[src/rtl/bulk_tx_pkg.sv]
package bulk_tx_pkg;

  // Control/status bit positions
  localparam int CSR_PKTRDY  = 0;
  localparam int CSR_NEMPTY  = 1;
  localparam int CSR_FLUSH   = 3;
  localparam int CSR_ERR     = 5;
  localparam int CSR_CLRTOG  = 6;
  localparam int CSR_DMAMODE = 10;
  localparam int CSR_FRCTOG  = 11;
  localparam int CSR_DMAEN   = 12;
  localparam int CSR_MODE    = 13;
  localparam int CSR_ISO     = 14;
  localparam int BUF_DUAL    = 4;

  typedef enum logic [1:0] {
    SEL_CSR  = 2'd0,
    SEL_MAXP = 2'd1,
    SEL_BUF  = 2'd2
  } reg_sel_e;

  typedef struct packed {
    logic iso;
    logic mode;
    logic dmaen;
    logic frctog;
    logic dmamode;
    logic err;
  } ctl_t;

endpackage

[src/rtl/txep_pkt_store.sv]
module txep_pkt_store #(
  parameter int DATA_W  = 8,
  parameter int MAX_PKT = 64,
  localparam int LEN_W  = $clog2(MAX_PKT + 1),
  localparam int OFF_W  = $clog2(MAX_PKT),
  localparam int DEPTH  = 2 * MAX_PKT
) (
  input  logic              clk,
  input  logic              rst,
  input  logic              cap_two,
  input  logic              ld_we,
  input  logic [DATA_W-1:0] ld_data,
  input  logic              commit,
  input  logic [LEN_W-1:0]  commit_len,
  input  logic              deq,
  input  logic              drop_fill,
  input  logic              rd_start,
  input  logic              rd_en,
  output logic [1:0]        cnt,
  output logic [LEN_W-1:0]  fill,
  output logic [LEN_W-1:0]  head_len,
  output logic [DATA_W-1:0] rd_data
);

  logic [DATA_W-1:0] mem [DEPTH];
  logic              head_q;
  logic [1:0]        cnt_q;
  logic [LEN_W-1:0]  fill_q;
  logic [LEN_W-1:0]  len_q [2];
  logic [LEN_W-1:0]  rd_off_q;
  logic              wr_slot;
  logic [LEN_W-1:0]  off_sel;

  // Slot being loaded sits just behind the committed packets
  assign wr_slot = head_q ^ cnt_q[0];
  assign off_sel = rd_start ? '0 : rd_off_q;

  always_ff @(posedge clk) begin
    if (ld_we) mem[{wr_slot, fill_q[OFF_W-1:0]}] <= ld_data;
    if (rd_en) rd_data <= mem[{head_q, off_sel[OFF_W-1:0]}];
  end

  always_ff @(posedge clk) begin
    if (rst) begin
      head_q   <= 1'b0;
      cnt_q    <= 2'd0;
      fill_q   <= '0;
      len_q[0] <= '0;
      len_q[1] <= '0;
      rd_off_q <= '0;
    end else begin
      cnt_q <= cnt_q + 2'(commit) - 2'(deq);
      if (deq) head_q <= ~head_q;
      if (commit) len_q[wr_slot] <= commit_len;
      if (commit || drop_fill) fill_q <= '0;
      else if (ld_we)          fill_q <= fill_q + LEN_W'(1);
      if (deq)           rd_off_q <= '0;
      else if (rd_en)    rd_off_q <= off_sel + LEN_W'(1);
      else if (rd_start) rd_off_q <= '0;
    end
  end

  assign cnt      = cnt_q;
  assign fill     = fill_q;
  assign head_len = len_q[head_q];

  assert_count_limit_R3: assert property (@(posedge clk) disable iff (rst)
    cnt_q <= 2'd2);
  assert_load_has_room_R2: assert property (@(posedge clk) disable iff (rst)
    ld_we |-> (cap_two ? (cnt_q != 2'd2) : (cnt_q == 2'd0)));
  assert_len_fits_R4: assert property (@(posedge clk) disable iff (rst)
    commit |-> (commit_len <= LEN_W'(MAX_PKT)));
  assert_deq_nonempty_R8: assert property (@(posedge clk) disable iff (rst)
    deq |-> (cnt_q != 2'd0));

endmodule

[src/rtl/txep_seq.sv]
module txep_seq #(
  parameter int MAX_TRIES = 3,
  localparam int TRY_W    = $clog2(MAX_TRIES + 1)
) (
  input  logic clk,
  input  logic rst,
  input  logic active,
  input  logic ack,
  input  logic noack,
  input  logic force_tog,
  input  logic clr_tog,
  input  logic flush_evt,
  output logic toggle,
  output logic err_evt
);

  logic             tog_q;
  logic [TRY_W-1:0] tries_q;
  logic             ack_ok, miss, last_try;

  assign ack_ok   = ack & active;
  assign miss     = noack & active & ~ack;
  assign last_try = (tries_q == TRY_W'(MAX_TRIES - 1));
  assign err_evt  = miss & last_try;

  always_ff @(posedge clk) begin
    if (rst) begin
      tog_q   <= 1'b0;
      tries_q <= '0;
    end else begin
      if (clr_tog)                         tog_q <= 1'b0;
      else if (ack_ok || (force_tog && miss)) tog_q <= ~tog_q;
      if (ack_ok || flush_evt)             tries_q <= '0;
      else if (miss)                       tries_q <= last_try ? '0 : tries_q + TRY_W'(1);
    end
  end

  assign toggle = tog_q;

  assert_tries_bound_R9: assert property (@(posedge clk) disable iff (rst)
    tries_q < TRY_W'(MAX_TRIES));
  assert_toggle_hold_R7: assert property (@(posedge clk) disable iff (rst)
    !(ack || noack || clr_tog) |=> $stable(toggle));

endmodule

[src/rtl/bulk_in_ep_tx.sv]
module bulk_in_ep_tx
  import bulk_tx_pkg::*;
#(
  parameter int DATA_W    = 8,
  parameter int MAX_PKT   = 64,
  parameter int MAX_TRIES = 3,
  parameter int REG_W     = 16,
  localparam int LEN_W    = $clog2(MAX_PKT + 1)
) (
  input  logic              clk,
  input  logic              rst,
  input  logic              reg_wr,
  input  logic [1:0]        reg_addr,
  input  logic [REG_W-1:0]  reg_wdata,
  output logic [REG_W-1:0]  reg_rdata,
  input  logic              ld_valid,
  input  logic [DATA_W-1:0] ld_data,
  input  logic              eng_start,
  input  logic              eng_rd,
  input  logic              eng_ack,
  input  logic              eng_noack,
  output logic              eng_pkt_valid,
  output logic [LEN_W-1:0]  eng_pkt_len,
  output logic              eng_pid,
  output logic [DATA_W-1:0] eng_rdata,
  output logic              dma_req,
  output logic              ep_irq
);

  ctl_t             ctl_q, ctl_n;
  logic             dual_q, dual_n;
  logic [LEN_W-1:0] maxp_q, maxp_n;
  logic [1:0]       cnt, cnt_n;
  logic [LEN_W-1:0] fill, head_len, commit_len;
  logic             toggle, err_evt;
  logic             wr_ctl, wr_maxp, wr_buf;
  logic             has_pkt, space, space_n;
  logic             ld_we, ack_ok, flush_req, sw_commit, flush_deq, deq;
  logic             drop_fill, auto_commit, commit;
  logic [REG_W-1:0] rd_mux;

  assign wr_ctl  = reg_wr && (reg_addr == SEL_CSR);
  assign wr_maxp = reg_wr && (reg_addr == SEL_MAXP);
  assign wr_buf  = reg_wr && (reg_addr == SEL_BUF);

  assign has_pkt = (cnt != 2'd0);
  assign space   = dual_q ? (cnt != 2'd2) : (cnt == 2'd0);

  // Packet admission and removal
  assign ld_we       = ld_valid & ctl_q.mode & space;
  assign ack_ok      = eng_ack & has_pkt;
  assign flush_req   = wr_ctl & reg_wdata[CSR_FLUSH];
  assign sw_commit   = wr_ctl & reg_wdata[CSR_PKTRDY] & space;
  assign flush_deq   = flush_req & has_pkt & ~ack_ok;
  assign deq         = ack_ok | flush_deq;
  assign drop_fill   = flush_req & ~has_pkt & ~sw_commit;
  assign auto_commit = ld_we && ((fill + LEN_W'(1)) >= maxp_q);
  assign commit      = auto_commit | sw_commit;
  assign commit_len  = fill + LEN_W'(ld_we);
  assign cnt_n       = cnt + 2'(commit) - 2'(deq);

  always_comb begin
    ctl_n  = ctl_q;
    dual_n = dual_q;
    maxp_n = maxp_q;
    if (wr_ctl) begin
      ctl_n.iso     = reg_wdata[CSR_ISO];
      ctl_n.mode    = reg_wdata[CSR_MODE];
      ctl_n.dmaen   = reg_wdata[CSR_DMAEN];
      ctl_n.frctog  = reg_wdata[CSR_FRCTOG];
      ctl_n.dmamode = reg_wdata[CSR_DMAMODE];
    end
    if (err_evt)                            ctl_n.err = 1'b1;
    else if (wr_ctl && reg_wdata[CSR_ERR])  ctl_n.err = 1'b0;
    if (wr_buf) dual_n = reg_wdata[BUF_DUAL];
    if (wr_maxp) begin
      if ((reg_wdata == '0) || (reg_wdata > REG_W'(MAX_PKT))) maxp_n = LEN_W'(MAX_PKT);
      else                                                    maxp_n = reg_wdata[LEN_W-1:0];
    end
  end

  assign space_n = dual_n ? (cnt_n != 2'd2) : (cnt_n == 2'd0);

  always_comb begin
    rd_mux = '0;
    case (reg_addr)
      SEL_CSR: begin
        rd_mux[CSR_ISO]     = ctl_q.iso;
        rd_mux[CSR_MODE]    = ctl_q.mode;
        rd_mux[CSR_DMAEN]   = ctl_q.dmaen;
        rd_mux[CSR_FRCTOG]  = ctl_q.frctog;
        rd_mux[CSR_DMAMODE] = ctl_q.dmamode;
        rd_mux[CSR_ERR]     = ctl_q.err;
        rd_mux[CSR_NEMPTY]  = has_pkt;
        rd_mux[CSR_PKTRDY]  = ~space;
      end
      SEL_MAXP: rd_mux[LEN_W-1:0] = maxp_q;
      SEL_BUF:  rd_mux[BUF_DUAL]  = dual_q;
      default:  rd_mux = '0;
    endcase
  end

  always_ff @(posedge clk) begin
    if (rst) begin
      ctl_q     <= '0;
      dual_q    <= 1'b0;
      maxp_q    <= LEN_W'(MAX_PKT);
      dma_req   <= 1'b0;
      ep_irq    <= 1'b0;
      reg_rdata <= '0;
    end else begin
      ctl_q     <= ctl_n;
      dual_q    <= dual_n;
      maxp_q    <= maxp_n;
      dma_req   <= ctl_n.dmaen & ctl_n.mode & space_n;
      ep_irq    <= (ack_ok & ~(ctl_q.dmaen & ctl_q.dmamode)) | err_evt;
      reg_rdata <= rd_mux;
    end
  end

  txep_pkt_store #(.DATA_W(DATA_W), .MAX_PKT(MAX_PKT)) i_store (
    .clk(clk), .rst(rst), .cap_two(dual_q),
    .ld_we(ld_we), .ld_data(ld_data),
    .commit(commit), .commit_len(commit_len),
    .deq(deq), .drop_fill(drop_fill),
    .rd_start(eng_start), .rd_en(eng_rd),
    .cnt(cnt), .fill(fill), .head_len(head_len), .rd_data(eng_rdata)
  );

  txep_seq #(.MAX_TRIES(MAX_TRIES)) i_seq (
    .clk(clk), .rst(rst), .active(has_pkt),
    .ack(eng_ack), .noack(eng_noack),
    .force_tog(ctl_q.frctog),
    .clr_tog(wr_ctl & reg_wdata[CSR_CLRTOG]),
    .flush_evt(flush_deq),
    .toggle(toggle), .err_evt(err_evt)
  );

  assign eng_pkt_valid = has_pkt;
  assign eng_pkt_len   = head_len;
  assign eng_pid       = toggle;

  assert_dma_needs_enable_R5: assert property (@(posedge clk) disable iff (rst)
    dma_req |-> (ctl_q.dmaen && ctl_q.mode));
  assert_irq_cause_R6: assert property (@(posedge clk) disable iff (rst)
    ep_irq |-> ($past(err_evt) || !($past(ctl_q.dmaen) && $past(ctl_q.dmamode))));
  assert_err_sticky_R9: assert property (@(posedge clk) disable iff (rst)
    (ctl_q.err && !(wr_ctl && reg_wdata[CSR_ERR])) |=> ctl_q.err);

endmodule

[config.mk]
export PLATFORM = sky130hd
export DESIGN_NAME = bulk_in_ep_tx
export DESIGN_NICKNAME = d
export VERILOG_FILES = /design/src/rtl/bulk_tx_pkg.sv /design/src/rtl/txep_pkt_store.sv /design/src/rtl/txep_seq.sv /design/src/rtl/bulk_in_ep_tx.sv
export SDC_FILE = /design/constraint.sdc
export NUM_CORES = 1
export LEC_CHECK = 0
export BUFFER_PORTS_ARGS = -buffer_cell sky130_fd_sc_hd__buf_2
export CAP_MARGIN = 10
export CORE_UTILIZATION = 63
export CTS_CLUSTER_DIAMETER = 60
export DETAILED_ROUTE_END_ITERATION = 6
export PLACE_DENSITY = 0.86
export SLEW_MARGIN = 20
export SYNTH_ARGS = -nofsm -noshare
export SYNTH_HDL_FRONTEND = slang
export SYNTH_SLANG_ARGS = --single-unit
[constraint.sdc]
create_clock -name clk -period 4 [get_ports clk]
set_input_delay 0.2 -clock clk [delete_from_list [all_inputs] [get_ports clk]]
set_output_delay 0.2 -clock clk [all_outputs]
set_load 0.1 [all_outputs]
[Word level (Yosys, flattened, before mapping)]
Memory sizes are Yosys's and may differ from the RTL's. A register that Yosys moved wholly into a read port is not among the register bits.
Index checks and enable logic that the tools add are counted.
Storage, ports and cells
  bits in registers: 52
  memories kept: 2
  input bits: 34
  memory bits (writable): 1038
Memory list
  i_store.mem: depth 128, width 8, read ports 1, clocked after memory_dff 1, write ports 1, RTL line txep_pkt_store.sv:25  | logic [DATA_W-1:0] mem [DEPTH];
  i_store.len_q: depth 2, width 7, read ports 1, clocked after memory_dff 1, write ports 2, RTL line txep_pkt_store.sv:29  | logic [LEN_W-1:0] len_q [2];
Operators by class
  bitwise gates (word level): 32
  muxes and demuxes: 25
  reductions and logical operators: 23
  add/subtract/negate cells: 6
  equal/unequal tests: 5
  magnitude comparators: 2
Operators by type and width (number)
  $mux 7: 4
  $and 1x1->1: 18
  $gt 16x7->1 const B: 1
  $logic_not 16->1: 1
  $mux 1: 16
  $add 7x1->7 const B: 2
  $reduce_or 2->1: 6
  $not 1->1: 10
  $add 7x1->7: 1
  $ge 7x7->1: 1
  $reduce_or 7->1: 1
  $logic_and 1x1->1: 6
  $logic_not 2->1: 3
  $eq 2x2->1 const B: 2
  $logic_or 1x1->1: 4
  $mux 4: 1
  $ne 2x2->1 const B: 2
  $pmux 1 s2: 2
  $pmux 2 s2: 1
  $reduce_bool 2->1: 2
  $or 1x1->1: 3
  $add 2x1->2: 1
  $add 2x1->2 const B: 1
  $eq 2x1->1 const B: 1
  other kinds (3): 3

[Logic depth before layout (Yosys ltp)]
  word-level depth: 10
  mapped depth: 17
  gate-level depth less buffers: 14

[Hierarchy]
Synthesis repeated with hierarchy kept, for this count alone.
Unflattened totals
  cell total of the unflattened synthesis: 2913
  area total of the unflattened synthesis: 44178.6 um2
By module, submodules not included
  txep_pkt_store: area an instance 42533.3 um2, cells an instance 2726, seq. area each 31750.5 um2, times used 1
  bulk_in_ep_tx: area an instance 1500.2 um2, cells an instance 169, seq. area each 560.5 um2, times used 1
  txep_seq: area an instance 145.1 um2, cells an instance 18, seq. area each 60.1 um2, times used 1

[Worst setup path before layout]
No wires, ideal clock.
  path type: register to register
  start: register i_store.fill_q[2], in the netlist i_store.fill[2]
  end: register dma_req
  stages on the path, launching flop included: 18
  setup slack: 0.551 ns
  required time: 3.908 ns
  arrival time: 3.357 ns
  path buffers: 4
  path through: dfxtp_1 -> clkbuf_1 -> clkbuf_1 -> nand3_1 -> xnor2_1 -> ha_1 -> a21o_1 -> a211oi_1 -> o21a_1 -> o31a_1 -> clkbuf_1 -> buf_2 -> inv_1 -> ha_1 -> xor2_1 -> xnor2_1 -> o21ai_0 -> nor4_1
Between the ends
  word-level cells in the longest chain between the ends: 9
RTL lines
  from (decl): RTL line txep_pkt_store.sv:28  | logic [LEN_W-1:0] fill_q;
  from (signal assigned): RTL line txep_pkt_store.sv:56  | else if (ld_we) fill_q <= fill_q + LEN_W'(1);
  $add 7x1->7 (*): RTL line bulk_in_ep_tx.sv:57  | assign auto_commit = ld_we && ((fill + LEN_W'(1)) >= maxp_q);
  $ge 7x7->1 (*): RTL line bulk_in_ep_tx.sv:57
  $logic_and 1x1->1 (*): RTL line bulk_in_ep_tx.sv:57
  $or 1x1->1 (*): RTL line bulk_in_ep_tx.sv:58  | assign commit = auto_commit | sw_commit;
  $add 2x1->2 (*): RTL line bulk_in_ep_tx.sv:60  | assign cnt_n = cnt + 2'(commit) - 2'(deq);
  $sub 2x1->2 (*): RTL line bulk_in_ep_tx.sv:60
  $ne 2x2->1 / $logic_not 2->1 (equally long branches): RTL line bulk_in_ep_tx.sv:82  | assign space_n = dual_n ? (cnt_n != 2'd2) : (cnt_n == 2'd0);
  $mux 1 (*): RTL line bulk_in_ep_tx.sv:82
  $and 1x1->1 (*): RTL line bulk_in_ep_tx.sv:115  | dma_req <= ctl_n.dmaen & ctl_n.mode & space_n;
  to (signal assigned): RTL line bulk_in_ep_tx.sv:115
  to (decl): RTL line bulk_in_ep_tx.sv:26  | output logic dma_req,
Every way passes the cells marked *; elsewhere a longest branch is shown, timed or not.
A chain may end at the register's enable or synchronous reset.

[Worst setup path in the final report]
  start: register i_store.rd_off_q[1]
  end: register i_store.rd_data[1], read port of i_store.mem (data pin)
Between the ends
  word-level cells in the longest chain between the ends: 1
RTL lines
  from (decl): RTL line txep_pkt_store.sv:30  | logic [LEN_W-1:0] rd_off_q;
  from (signal assigned): RTL line txep_pkt_store.sv:58  | else if (rd_en) rd_off_q <= off_sel + LEN_W'(1);
  $mux 7
  to (decl): RTL line txep_pkt_store.sv:22  | output logic [DATA_W-1:0] rd_data
Every way passes these cells.

==> flow_metrics.tcl <==
set metrics [dict create \
    via_count 27700 \
    nFillCells 4000 \
    max-slew-margin-rel_pct 21.3 \
    core_um2 69100 \
    cp_max_fo 73 \
    worstMarginPinSlew_ns 1.17 \
    numPortBuffers 64 \
    clock_latency_ns 0.70 \
    grt_pass1_vias 26900 \
    top_layer "met5" \
    ys_types 80 \
    powerDensity_nw_per_um2 515 \
    power_frac_clock_pct 39.1 \
    worstPathRequired_ns 4.37 \
    synth_top_area_share_pct 70.9 \
    drt_iter0_markers 4910 \
    die_x_um 267 \
    wirelength_mm 118 \
    hp-class "in2reg" \
    seq_area_um2 32400 \
    drv_cap 0 \
    cts_root_buf "clkbuf_16" \
    grt_max_degree 85 \
    skew_ns 0.0464 \
    async_flop_share_pct 0 \
    drive_above_1_share_pct 13.2 \
    start_util_pct 64.1 \
    holdWs_ns 0.0285 \
    synth_flop_cell "edfxtp_1" \
    arrival_ns 4.10 \
    stdcell_count 3943 \
    dieHeight_um 267 \
    wl_met1_mm 40.9 \
    io_pins 69 \
    wl_met3_mm 16.5 \
    die_area_um2 71300 \
    grt_overflow_total 0 \
    dpl.cell_count 3719 \
    track_usage_pct 33.2 \
    outcome "finished, final reports clean" \
    antenna_left 0 \
    syn_to_final_growth_pct 10.9 \
    wire_per_inst_um 29.8 \
    rsz0062_at_grt "no" \
    cts_made_buffers 104 \
    synth_top_cell_by_area "edfxtp_1" \
    final-max-slew-violation-count 0 \
    path_clk_slew_ns 0.07 \
    rows 96 \
    intPower_mw 19.0 \
    place_hpwl_mm 70.8 \
    syn_avg_cell_area_um2 15.6 \
    seq_area_frac_synth_pct 73.1 \
    multi_input_area_um2 10700 \
    combPwrFrac_pct 10.6 \
    dr.pass1.iters 6 \
    clock_sinks 1094 \
    cp-start-kind "register" \
    synth_area_leaders "edfxtp_1, mux2i_1, dfxtp_1" \
    ys_warn_count 0 \
    grt_pass1_wl_mm 173 \
    synthCells 2832 \
    fin_crit_sh_pct 93.4 \
    p_sw_share_pct 24.7 \
    route.detailed.drc 0 \
    fin_crit_ns 3.74 \
    setup_violations 0 \
    fmax_mhz 268 \
    gp_congestion 0.980 \
    ys_ff_latch 1094 \
    endpoint_kind "register" \
    syn-cell-area_um2 44300 \
    tritoncts "yes" \
    irDropWorstVdd_uv 489 \
    hold_viol_final 0 \
    grt_antenna_before_repair 2 \
    netSwitchingPower_mw 6.26 \
    p_seq_share_pct 50.3 \
    critPathKind "reg2reg" \
    h-tree-depth 3 \
    p_leak_nw 15.9 \
    final_util_pct 71.1 \
    diodes 0 \
    wl_met2_mm 54.3 \
    nNetsFinal 2973 \
    synth_edf_count 1046 \
    fin_setup_tns_ns 0 \
    clk_path_buf_depth 3 \
    viasPerCell 7.01 \
]
-- power groups by stage --
stage,clock [mW],combinational (mW),sequential [mW]
after CTS,9.90,2.59,12.7
after detailed placement,0,2.54,13.0
after global routing,10.3,2.75,12.7
final,9.90,2.67,12.7
after floorplan,0,1.65,13.1
after global placement,0,2.47,12.9
-- area by class of cell --
type                       instances  area share, %
clock buffer                     136           5.79
clock inverter                    59           1.23
tap                              931           2.37
inverter                          19          0.145
sequential                      1094           65.9
multi-input combinational       1521           21.8
timing repair buffer             183           2.76
-- synth_stat cells (all sizes together), types with 16 or more instances --
cell type  count
a211o         21
a211oi        77
a21o          20
a21oi        119
a221oi        37
a22o          24
a22oi         71
a32o          38
a32oi         16
and3b         18
buf          136
clkbuf        65
dfxtp         48
edfxtp      1046
ha            16
inv           18
mux2          28
mux2i        186
nand2        135
nand2b        19
nand3         40
nor2         200
nor2b         61
nor3          23
o21ai         71
o21bai        20
o221ai        19
o22ai         53
-- cell families (layout without fill, tap and decap cells) --
family / after synthesis / count (layout) / share of synthesized area (%)
flip-flops: 1094 / 1094 / 73.1
adder cells (fa/ha/maj): 16 / 16 / 0.452
AND/OR/NAND/NOR: 559 / 559 / 6.14
other: 1 / 4 / 0.00847
AO/OA/AOI/OAI: 687 / 687 / 11.3
multiplexers: 228 / 228 / 5.63
XOR/XNOR: 27 / 27 / 0.534
buffers and inverters: 220 / 397 / 2.81
-- path summary, 6_finish.rpt --
path	start	end	slack (ns)	depth (start not counted)
max	i_store.rd_off_q[1]	i_store.rd_data[1]	0.26	7
min	ld_valid	i_store.fill[1]	0.03	4
max reg2reg	i_store.rd_off_q[1]	i_store.rd_data[1]	0.26	7
min reg2reg	ctl_q[0]	ctl_q[0]	0.47	2
-- metrics by stage --
stage	total power [mW]	cell area (um^2)	setup slack (ns)
finish	25.3	49100	0.264
global route	25.8	49100	0.305
CTS	25.2	49100	0.431
detailed placement	15.5	45400	0.495
global placement	15.4	45400	0.630
floorplan	14.7	44300	0.551
-- worst max-delay path: stages (launching register included) --
cell	delay, ns
dfxtp_4	0.73
buf_12	0.46
buf_4	0.49
nor2b_1	0.12
a211oi_1	0.41
nor3_1	0.12
o32ai_1	0.78
a32oi_1	0.26
-- registers in the layout, indices dropped and copies added, names as in the netlist, named ones only --
name              flops
reg_rdata            12
i_seq.toggle          1
dual_q                1
i_store.fill          7
maxp_q                7
dma_req               1
i_store.cnt           2
i_store.rd_data       8
i_store.len_q        14
ep_irq                1
ctl_q                 6
i_store.head_q        1
i_store.rd_off_q      6
i_store.mem        1024
i_seq.tries_q         2
-- per-layer routing --
layer | up-vias | GRT usage (%)
li1 | 11400 | -
met5 | - | 0
met4 | 4 | 15.5
met2 | 2373 | 51.0
met3 | 420 | 8.12
met1 | 13400 | 45.2
-- what timing repair did --
| item | in CTS | in global routing |
|---|---|---|
| hold buffers | 29 | 0 |
| buffers inserted | 0 | 0 |
| hold endpoints to repair | 60 | 0 |
| gates resized for setup | 0 | 0 |
-- cells in the final DEF, fill, tap and decap left out, types with 53 or more instances in the layout --
cell,n
a211oi_1,77
edfxtp_1,1046
buf_4,94
clkbuf_16,107
buf_2,56
a21oi_1,119
o21ai_0,65
a22oi_1,71
nor2_1,196
nor2b_1,59
o22ai_1,53
mux2i_1,186
nand2_1,135
No activity file was read; power rests on OpenSTA's default activity.
